`src/rtl/tsc_pkg.sv`:
```
package tsc_pkg;
   typedef enum logic [2:0] {
      ST_IDLE,
      ST_FETCH,
      ST_CHECK,
      ST_SAVE,
      ST_LOAD,
      ST_COMMIT,
      ST_FAULT
   } tsc_state_e;

   localparam logic [3:0] DTYPE_TASK_FREE = 4'h9;
   localparam logic [3:0] DTYPE_TASK_BUSY = 4'hB;
   localparam int         DTYPE_LSB       = 8;
endpackage

```
`src/rtl/tsc_sel_decode.sv`:
```
module tsc_sel_decode #(
   parameter int AW   = 32,
   parameter int LIMW = 16
) (
   input  logic [15:2]   sel,
   input  logic [AW-1:0] table_base,
   input  logic [LIMW-1:0] table_limit,
   output logic          local_tbl,
   output logic          in_limit,
   output logic [AW-1:0] desc_addr
);
   logic [31:0] last_byte;
   logic [31:0] limit_ext;

   always_comb begin
      last_byte = 32'({sel[15:3], 3'b111});
      limit_ext = 32'(table_limit);
      local_tbl = sel[2];
      in_limit  = (last_byte <= limit_ext);
      desc_addr = table_base + AW'({sel[15:3], 3'b000});
   end
endmodule

```
`src/rtl/tsc_type_match.sv`:
```
module tsc_type_match import tsc_pkg::*; #(
   parameter bit ACCEPT_BUSY = 1'b0
) (
   input  logic [3:0] dtype,
   output logic       is_task
);
   generate
      if (ACCEPT_BUSY) begin : g_free_or_busy
         assign is_task = (dtype == DTYPE_TASK_FREE) || (dtype == DTYPE_TASK_BUSY);
      end else begin : g_free_only
         assign is_task = (dtype == DTYPE_TASK_FREE);
      end
   endgenerate
endmodule

```
`src/rtl/tsc_ctx_buffer.sv`:
```
module tsc_ctx_buffer #(
   parameter int NSLOT = 16,
   parameter int W     = 32,
   parameter int IW    = 4
) (
   input  logic             clk,
   input  logic             rst_n,
   input  logic             wr_en,
   input  logic [IW-1:0]    wr_idx,
   input  logic [W-1:0]     wr_data,
   output logic [NSLOT*W-1:0] flat_out
);
   generate
      for (genvar k = 0; k < NSLOT; k++) begin : g_slot
         logic [W-1:0] word_q;
         always_ff @(posedge clk) begin
            if (!rst_n) begin
               word_q <= '0;
            end else if (wr_en && (wr_idx == IW'(k))) begin
               word_q <= wr_data;
            end
         end
         assign flat_out[k*W +: W] = word_q;
      end
   endgenerate
endmodule

```
`src/rtl/tsc_sequencer.sv`:
```
module tsc_sequencer import tsc_pkg::*; #(
   parameter int            AW       = 32,
   parameter int            W        = 32,
   parameter int            NSLOT    = 16,
   parameter int            IW       = 4,
   parameter logic [AW-1:0] RESET_TR = '0
) (
   input  logic               clk,
   input  logic               rst_n,
   input  logic               start,
   input  logic               sel_local,
   input  logic               sel_in_limit,
   input  logic [AW-1:0]      sel_desc_addr,
   input  logic               is_task,
   output logic [3:0]         desc_type,
   input  logic [NSLOT*W-1:0] ctx_in,
   output logic               buf_we,
   output logic [IW-1:0]      buf_idx,
   output logic [W-1:0]       buf_data,
   output logic [AW-1:0]      task_base,
   output logic               busy,
   output logic               done,
   output logic               fault,
   output logic               other_xfer,
   output logic               ctx_we,
   output logic               mem_valid,
   output logic               mem_we,
   output logic [AW-1:0]      mem_addr,
   output logic [W-1:0]       mem_wdata,
   input  logic               mem_ready,
   input  logic [W-1:0]       mem_rdata
);
   localparam logic [IW-1:0] LAST_SLOT = IW'(NSLOT - 1);

   tsc_state_e    state;
   logic [IW-1:0] cnt;
   logic [AW-1:0] desc_q;
   logic [AW-1:0] nbase_q;
   logic [3:0]    type_q;
   logic [AW-1:0] tr_q;
   logic          xfer;
   logic [AW-1:0] word_off;

   always_comb begin
      word_off  = AW'({cnt, 2'b00});
      mem_valid = (state == ST_FETCH) || (state == ST_SAVE) || (state == ST_LOAD);
      mem_we    = (state == ST_SAVE);
      xfer      = mem_valid && mem_ready;
      unique case (state)
         ST_FETCH: mem_addr = desc_q + word_off;
         ST_SAVE:  mem_addr = tr_q + word_off;
         ST_LOAD:  mem_addr = nbase_q + word_off;
         default:  mem_addr = '0;
      endcase
      mem_wdata = '0;
      if (state == ST_SAVE) begin
         for (int k = 0; k < NSLOT; k++) begin
            if (cnt == IW'(k)) mem_wdata = ctx_in[k*W +: W];
         end
      end
      buf_we     = (state == ST_LOAD) && xfer;
      buf_idx    = cnt;
      buf_data   = mem_rdata;
      busy       = (state != ST_IDLE);
      done       = (state == ST_COMMIT);
      ctx_we     = (state == ST_COMMIT);
      fault      = (state == ST_FAULT);
      other_xfer = (state == ST_CHECK) && !is_task;
      task_base  = tr_q;
      desc_type  = type_q;
   end

   always_ff @(posedge clk) begin
      if (!rst_n) begin
         state   <= ST_IDLE;
         cnt     <= '0;
         desc_q  <= '0;
         nbase_q <= '0;
         type_q  <= '0;
         tr_q    <= RESET_TR;
      end else begin
         unique case (state)
            ST_IDLE: begin
               if (start) begin
                  desc_q <= sel_desc_addr;
                  cnt    <= '0;
                  state  <= (sel_local || !sel_in_limit) ? ST_FAULT : ST_FETCH;
               end
            end
            ST_FETCH: begin
               if (xfer) begin
                  if (cnt == '0) begin
                     nbase_q <= mem_rdata[AW-1:0];
                     cnt     <= IW'(1);
                  end else begin
                     type_q <= mem_rdata[DTYPE_LSB +: 4];
                     cnt    <= '0;
                     state  <= ST_CHECK;
                  end
               end
            end
            ST_CHECK: begin
               cnt   <= '0;
               state <= is_task ? ST_SAVE : ST_IDLE;
            end
            ST_SAVE: begin
               if (xfer) begin
                  if (cnt == LAST_SLOT) begin
                     cnt   <= '0;
                     state <= ST_LOAD;
                  end else begin
                     cnt <= cnt + 1'b1;
                  end
               end
            end
            ST_LOAD: begin
               if (xfer) begin
                  if (cnt == LAST_SLOT) begin
                     cnt   <= '0;
                     state <= ST_COMMIT;
                  end else begin
                     cnt <= cnt + 1'b1;
                  end
               end
            end
            ST_COMMIT: begin
               tr_q  <= nbase_q;
               state <= ST_IDLE;
            end
            ST_FAULT: state <= ST_IDLE;
            default:  state <= ST_IDLE;
         endcase
      end
   end

   // Checking aid: stores accepted since the request left idle.
   logic [IW:0] wr_seen;
   always_ff @(posedge clk) begin
      if (!rst_n) begin
         wr_seen <= '0;
      end else if (state == ST_IDLE) begin
         wr_seen <= '0;
      end else if (xfer && mem_we) begin
         wr_seen <= wr_seen + 1'b1;
      end
   end

   assert_req_hold_R10: assert property (@(posedge clk) disable iff (!rst_n)
      (mem_valid && !mem_ready) |=> (mem_valid && $stable(mem_addr) && $stable(mem_we)
                                     && $stable(mem_wdata)));

   assert_tr_moves_on_done_R8: assert property (@(posedge clk) disable iff (!rst_n)
      (task_base != $past(task_base)) |-> $past(done));

   assert_fault_keeps_tr_R3: assert property (@(posedge clk) disable iff (!rst_n)
      fault |=> (task_base == $past(task_base)));

   assert_one_outcome_R9: assert property (@(posedge clk) disable iff (!rst_n)
      $onehot0({done, fault, other_xfer}));

   assert_save_before_load_R6: assert property (@(posedge clk) disable iff (!rst_n)
      (mem_valid && !mem_we && (state == ST_LOAD)) |-> (wr_seen == (IW+1)'(NSLOT)));

   assert_start_ignored_R11: assert property (@(posedge clk) disable iff (!rst_n)
      (busy && (state != ST_COMMIT) && (state != ST_FAULT) && (state != ST_CHECK)) |=> busy);
endmodule

```
`src/rtl/task_switch_ctrl.sv`:
```
module task_switch_ctrl import tsc_pkg::*; #(
   parameter int            AW          = 32,
   parameter int            W           = 32,
   parameter int            LIMW        = 16,
   parameter int            NGPR        = 8,
   parameter int            NSEG        = 6,
   parameter bit            ACCEPT_BUSY = 1'b0,
   parameter logic [AW-1:0] RESET_TR    = AW'(32'h200),
   localparam int           NSLOT       = NGPR + 2 + NSEG,
   localparam int           IW          = $clog2(NSLOT)
) (
   input  logic               clk,
   input  logic               rst_n,
   input  logic               sw_start,
   input  logic [15:2]        sw_sel,
   input  logic [AW-1:0]      gdt_base,
   input  logic [LIMW-1:0]    gdt_limit,
   input  logic [NSLOT*W-1:0] ctx_in,
   output logic [NSLOT*W-1:0] ctx_out,
   output logic               ctx_we,
   output logic [AW-1:0]      task_base,
   output logic               busy,
   output logic               done,
   output logic               fault,
   output logic               other_xfer,
   output logic               mem_valid,
   output logic               mem_we,
   output logic [AW-1:0]      mem_addr,
   output logic [W-1:0]       mem_wdata,
   input  logic               mem_ready,
   input  logic [W-1:0]       mem_rdata
);
   generate
      if (W != 32) begin : g_bad_w
         $error("task_switch_ctrl: word width must be 32");
      end
      if (AW > W) begin : g_bad_aw
         $error("task_switch_ctrl: address width exceeds word width");
      end
      if (LIMW > 32 || LIMW < 3) begin : g_bad_lim
         $error("task_switch_ctrl: limit width out of range");
      end
      if (NGPR < 1 || NSEG < 1) begin : g_bad_slots
         $error("task_switch_ctrl: register counts must be positive");
      end
   endgenerate

   logic          sel_local;
   logic          sel_in_limit;
   logic [AW-1:0] sel_desc_addr;
   logic [3:0]    desc_type;
   logic          is_task;
   logic          buf_we;
   logic [IW-1:0] buf_idx;
   logic [W-1:0]  buf_data;

   tsc_sel_decode #(.AW(AW), .LIMW(LIMW)) u_decode (
      .sel         (sw_sel),
      .table_base  (gdt_base),
      .table_limit (gdt_limit),
      .local_tbl   (sel_local),
      .in_limit    (sel_in_limit),
      .desc_addr   (sel_desc_addr)
   );

   tsc_type_match #(.ACCEPT_BUSY(ACCEPT_BUSY)) u_type (
      .dtype   (desc_type),
      .is_task (is_task)
   );

   tsc_ctx_buffer #(.NSLOT(NSLOT), .W(W), .IW(IW)) u_buf (
      .clk      (clk),
      .rst_n    (rst_n),
      .wr_en    (buf_we),
      .wr_idx   (buf_idx),
      .wr_data  (buf_data),
      .flat_out (ctx_out)
   );

   tsc_sequencer #(
      .AW(AW), .W(W), .NSLOT(NSLOT), .IW(IW), .RESET_TR(RESET_TR)
   ) u_seq (
      .clk           (clk),
      .rst_n         (rst_n),
      .start         (sw_start),
      .sel_local     (sel_local),
      .sel_in_limit  (sel_in_limit),
      .sel_desc_addr (sel_desc_addr),
      .is_task       (is_task),
      .desc_type     (desc_type),
      .ctx_in        (ctx_in),
      .buf_we        (buf_we),
      .buf_idx       (buf_idx),
      .buf_data      (buf_data),
      .task_base     (task_base),
      .busy          (busy),
      .done          (done),
      .fault         (fault),
      .other_xfer    (other_xfer),
      .ctx_we        (ctx_we),
      .mem_valid     (mem_valid),
      .mem_we        (mem_we),
      .mem_addr      (mem_addr),
      .mem_wdata     (mem_wdata),
      .mem_ready     (mem_ready),
      .mem_rdata     (mem_rdata)
   );

   assert_local_no_access_R3: assert property (@(posedge clk) disable iff (!rst_n)
      (sw_start && !busy && sw_sel[2]) |=> (fault && !mem_valid));

   assert_we_only_with_done_R7: assert property (@(posedge clk) disable iff (!rst_n)
      ctx_we |-> (done && !fault && !other_xfer));
endmodule

```
`config.mk`:
```
export PLATFORM = sky130hd
export DESIGN_NAME = task_switch_ctrl
export DESIGN_NICKNAME = d
export VERILOG_FILES = /design/src/rtl/tsc_pkg.sv /design/src/rtl/tsc_sel_decode.sv /design/src/rtl/tsc_type_match.sv /design/src/rtl/tsc_ctx_buffer.sv /design/src/rtl/tsc_sequencer.sv /design/src/rtl/task_switch_ctrl.sv
export SDC_FILE = /design/constraint.sdc
export NUM_CORES = 2
export LEC_CHECK = 0
export ABC_AREA = 1
export CORE_AREA = 2 2 477 479
export DETAILED_ROUTE_END_ITERATION = 8
export DIE_AREA = 0 0 479 481
export GPL_TIMING_DRIVEN = 0
export MAX_ROUTING_LAYER = met4
export SYNTH_ARGS = -nofsm -noshare
export SYNTH_HDL_FRONTEND = slang
export SYNTH_SLANG_ARGS = --single-unit
```
`constraint.sdc`:
```
create_clock -name clk -period 5.1 [get_ports clk]
set_clock_uncertainty 0.2 [all_clocks]
set_input_delay 1.53 -clock clk [delete_from_list [all_inputs] [get_ports clk]]
set_output_delay 1.53 -clock clk [all_outputs]
set_load 0.02 [all_outputs]
```
---- Yosys cells after proc, flatten, opt, wreduce, memory -nomap -nowiden ----
Cells that the tools add are included.
word-level totals
  register bits ........................... 619
  bits of input ports ..................... 610
  logic and storage cells ................. 127
  output and inout port bits .............. 615
cells by class
  add/subtract/negate cells ............... 5
  $lt $le $gt $ge ......................... 1
  bitwise logic cells ..................... 1
  reductions and logical operators ........ 34
  eq/ne operators ......................... 30
  muxes and demuxes ....................... 34
operators with widths
  kind                 count
  $mux 32              17
  $add 32x6->32        3
  $pmux 32 s3          1
  $eq 4x4->1 const B   9
  $add 32x16->32       1
  $mux 3               8
  $logic_and 1x1->1    19
  $eq 4x3->1 const B   4
  $le 16x16->1         1
  $mux 4               4
  $pmux 4 s4           1
  $pmux 3 s5           1
  $ne 2x1->1 const B   5
  $eq 3x3->1 const B   3
  $eq 4x2->1 const B   2
  $reduce_and 7->1     1
  $eq 3x2->1 const B   2
  $ne 2x2->1 const B   3
  $reduce_and 3->1     2
  $add 4x1->4 const B  1
  $eq 4x1->1 const B   1
  $logic_not 4->1      1
  $reduce_and 4->1     1
  $reduce_bool 4->1    1
  other kinds (10)     13

---- Depth between registers and ports, before layout ----
  depth in word-level cells ............... 18
  depth in mapped cells ................... 22
  mapped depth without buffers ............ 19

---- Modules after synthesis ----
A second synthesis with hierarchy kept.
unflattened totals
  cells, all modules ...................... 5519
  area, all modules ....................... 33852.5 µm²
by module, submodules not included
  module          area each (µm²)  instances  seq. area each (µm²)  cells each
  tsc_ctx_buffer  20577.2          1          10249.8               3015
  tsc_sequencer   11407.2          1          2142.1                2138
  tsc_sel_decode  1846.8           1          0.0                   361
  tsc_type_match  21.3             1          0.0                   5

---- Worst setup path after synthesis ----
OpenSTA, ideal clock, no wires.
  kind .................................... reg2out
  from .................................... register u_seq.state[2]
  to ...................................... output port mem_addr[13]
  path buffers ............................ 4
  cell stages (with the launch flop) ...... 21
  slack ................................... -167 ps
  arrival time ............................ 3537 ps
  cell sequence ........................... dfxtp_1 > inv_2 > nand3_4 > buf_6 > buf_2 > inv_1 > clkbuf_1 > clkbuf_1 > nand2_1 > o211ai_1 > ha_1 > nand3_1 > nand3_1 > and2_1 > nor2_1 > nor2_4 > nand2_1 > nor2_2 > inv_2 > o31a_1 > a211oi_1
on the way
  longest elaborated chain between the ends .. 2
ends and longest elaborated chain
  item                    line                    text
  from (decl)             tsc_sequencer.sv:35     tsc_state_e state;
  from (signal assigned)  tsc_sequencer.sv:87     state <= (sel_local || !sel_in_limit) ? ST_FAULT : ST_FETCH;
  from (signal assigned)  tsc_sequencer.sv:104    state <= is_task ? ST_SAVE : ST_IDLE;
  $eq 3x2->1              n/a
  named net mem_we        task_switch_ctrl.sv:27  output logic mem_we,
  $pmux 32 s3             tsc_sequencer.sv:49     unique case (state)
  to (decl)               task_switch_ctrl.sv:28  output logic [AW-1:0] mem_addr,
The timed path passes the listed nets, and every way through them passes these cells.

---- Worst setup path after layout ----
  from .................................... register u_seq.state[2]
  to ...................................... output port mem_addr[23]
on the way
  longest elaborated chain between the ends .. 2
ends and longest elaborated chain
  item                                line
  $eq 3x3->1 (tied with other cells)  tsc_sequencer.sv:49
  $pmux 32 s3 *                       tsc_sequencer.sv:49
Mark *: on every way between the ends. The rest lies on a longest branch, timed or not.

==> flow_summary.json <==
{
  "slew_violations": 0,
  "synth_edf_count": 0,
  "via_per_inst": 4.16,
  "synthesis.nets": 5389,
  "drive_gt1_share_pct": 17.7,
  "worst_pin_slew_ns": 1.39,
  "stdcell_count": 9246,
  "finalPower_uw": 21700,
  "r2r_slack_ns": 0.89,
  "vdd_drop_max_mv": 0.270,
  "required_ns": 3.37,
  "clock_latency_ns": 0.66,
  "ioPinCount": 1225,
  "setup_viol": 39,
  "grt.busiest_layer": "met2",
  "critPathMostFrequentCell": "nor2_4",
  "syn_area_um2": 30500,
  "cpLargestDelayFamily": "buffers and inverters",
  "max_freq_mhz": 176,
  "startpoint_type": "flip-flop",
  "die_h_um": 481,
  "initial_core_util_pct": 13.5,
  "syn2layout_area_growth_pct": 78.1,
  "slowest_delay_ns": 0.42,
  "register_area_um2": 12400,
  "crit_slowest_cell": "a211oi_4",
  "path_buf_inv": 9,
  "ant_nets": 0,
  "synthFlopType": "dfxtp_1",
  "die-area_um2": 230000,
  "cp-end-kind": "primary output",
  "seq_area_frac_synth_pct": 40.6,
  "ys_async_sr_fraction_pct": 0,
  "post-route-util_pct": 24.1,
  "grt_use_met2_pct": 36.3,
  "cts_tree": "built",
  "core_area_um2": 226000,
  "syn_inst": 4743,
  "p_leak_uw": 0.0221,
  "period_share_pct": 112,
  "setup_slack_ns": -0.591,
  "hold_path.class": "reg -> reg",
  "numCtsBuffers": 68,
  "final_area_um2": 54400,
  "violations": "setup timing",
  "min_period_ns": 5.69,
  "dr_total_vias": 38500,
  "avgSynthCellArea_um2": 6.43,
  "place_hpwl_um": 203000,
  "clock_path_buffers": 3,
  "max_slew_margin_pct": 7.57,
  "grt_use_met1_pct": 22.4,
  "chipWidth_um": 479,
  "power_density_nw_per_um2": 400,
  "worstPathMaxFanout": 6,
  "antenna_found_initial": 63,
  "place_inst": 8978,
  "use_met3_pct": 6.79,
  "grt_use_total_pct": 21.7,
  "wl_per_cell_um": 27.7,
  "grt_pass1_vias": 36600,
  "synth_cell_types": 48,
  "ys_ff_latch": 619,
  "dr.pass1.iters": 6,
  "drc": 0,
  "grt_max_degree": 20,
  "fin_nets": 6805,
  "status": "complete, but fails checks",
  "yosysWarnings": 0,
  "path_clk_slew_ns": 0.06,
  "wl_um": 256000,
  "dpl_cell_area_um2": 46700,
  "tns_ns": -12.13,
  "cts.sinks": 619,
  "hold_violations": 0,
  "root_buffer": "clkbuf_16",
  "crit_chain": "clkinv_4 > nand3_4 > buf_8 > buf_12 > clkinvlp_4 > clkbuf_16 > clkbuf_16 > nand2_2 > o211ai_1 > ha_2 > nand3_2 > nand3_2 > and2_4 > nor2_4 > nor2_4 > buf_4 > buf_12 > nand2_8 > nor2_4 > nand3_4 > nor2_4 > a211oi_4 > buf_6",
  "layout_commonest_cell": "nor2_1",
  "max_cap_viol_count": 0,
  "fp-row-count": 175,
  "rsz0062_at_grt": "true",
  "grt_pass1_wl_um": 329000,
  "multi_input_area_um2": 19000,
  "grt_overflow_total": 0,
  "nFillCells": 25000,
  "dr.first_iter.drc_count": 2647,
  "port_buffers": 1219,
  "h-tree-depth": 3,
  "cp.arrival_ns": 3.96,
  "gp_congestion": 1.06,
  "mostFrequentLayoutCells": "nor2_1, clkdlybuf4s50_1, dfxtp_1",
  "worstSetupPathType": "reg -> out"
}
[final timing paths]
check / start / end / cells past startpoint
max: u_seq.state[2]$_SDFFE_PN0P_ / mem_addr[23] / 23
min: u_seq.desc_q[0]$_SDFFE_PN0P_ / u_seq.desc_q[0]$_SDFFE_PN0P_ / 2
max reg2reg: u_seq.buf_idx[0]$_SDFFE_PN0P_ / u_buf.g_slot[1].word_q[2]$_SDFFE_PN0P_ / 11
min reg2reg: u_seq.desc_q[0]$_SDFFE_PN0P_ / u_seq.desc_q[0]$_SDFFE_PN0P_ / 2
[metrics by stage]
step	hold slack [ns]	setup WS, ns
global route	0.287	-0.678
global placement	0.251	-3.34
floorplan	0.230	0.0866
CTS	0.265	-0.589
finish	0.268	-0.591
detailed placement	0.252	-3.32
[synthesized netlist by cell type, types with 16 or more instances]
cell,n,area share [%]
dfxtp_1,619,41
o21ai_1,70,1.1
inv_1,258,3.2
nor2_2,24,0.49
or2_2,33,0.68
nand2_1,679,8.4
buf_1,28,0.34
nand3b_1,36,0.89
a21oi_1,150,2.5
ha_1,34,1.4
clkbuf_1,291,3.6
nor2_1,1449,18
o21ai_0,608,10
nor3_1,16,0.26
inv_2,16,0.20
nand3_1,283,4.6
[registers in the layout, indices dropped and copies added, names as in the netlist]
register / count
u_seq.nbase_q: 32
u_seq.state: 3
u_seq.desc_q: 32
u_seq.task_base: 32
u_buf.g_slot.word_q: 512
u_seq.desc_type: 4
u_seq.buf_idx: 4
[what timing repair did]
item,4_1_cts,5_1_grt
gates cloned,4,6
hold buffers,0,0
setup endpoints to repair,170,64
resized for setup,1252,380
pin swaps,317,264
setup buffers,82,40
[tightest hold or removal path, delay by kind of cell (launching register included)]
family          cells  cell delay, ns
compound gates      1            0.06
buf+inv             1            0.06
flops               1            0.30
[metal layers]
metal	wire, µm	up-vias	share of wire [%]
li1	-	18000	-
met1	92600	18000	36
met2	122000	1933	48
met3	22700	502	8.9
met4	18100	0	7.1
met5	0	-	0
[where the power goes]
part | internal [µW] | total, µW | switching (µW)
registers | 5100 | 5310 | 206
clock network | 2730 | 5000 | 2270
logic | 3790 | 11400 | 7640
[area by class of cell]
class	instances	share of cell area (%)
Antenna cell	32	0.147
Inverter	275	2.02
Tap cell	3009	6.93
Timing Repair Buffer	1350	25.2
Clock buffer	94	3.55
Clock inverter	22	0.382
Multi-Input combinational cell	3505	35.0
Buffer	340	3.91
Sequential cell	619	22.8
[cells by family after synthesis]
group,synth area share [%]
simple gates,34.3
compound gates,15.1
buf+inv,7.90
flops,40.6
fa+ha+maj,1.53
xor+xnor,0.545
Power figures use the tool's default switching activity.
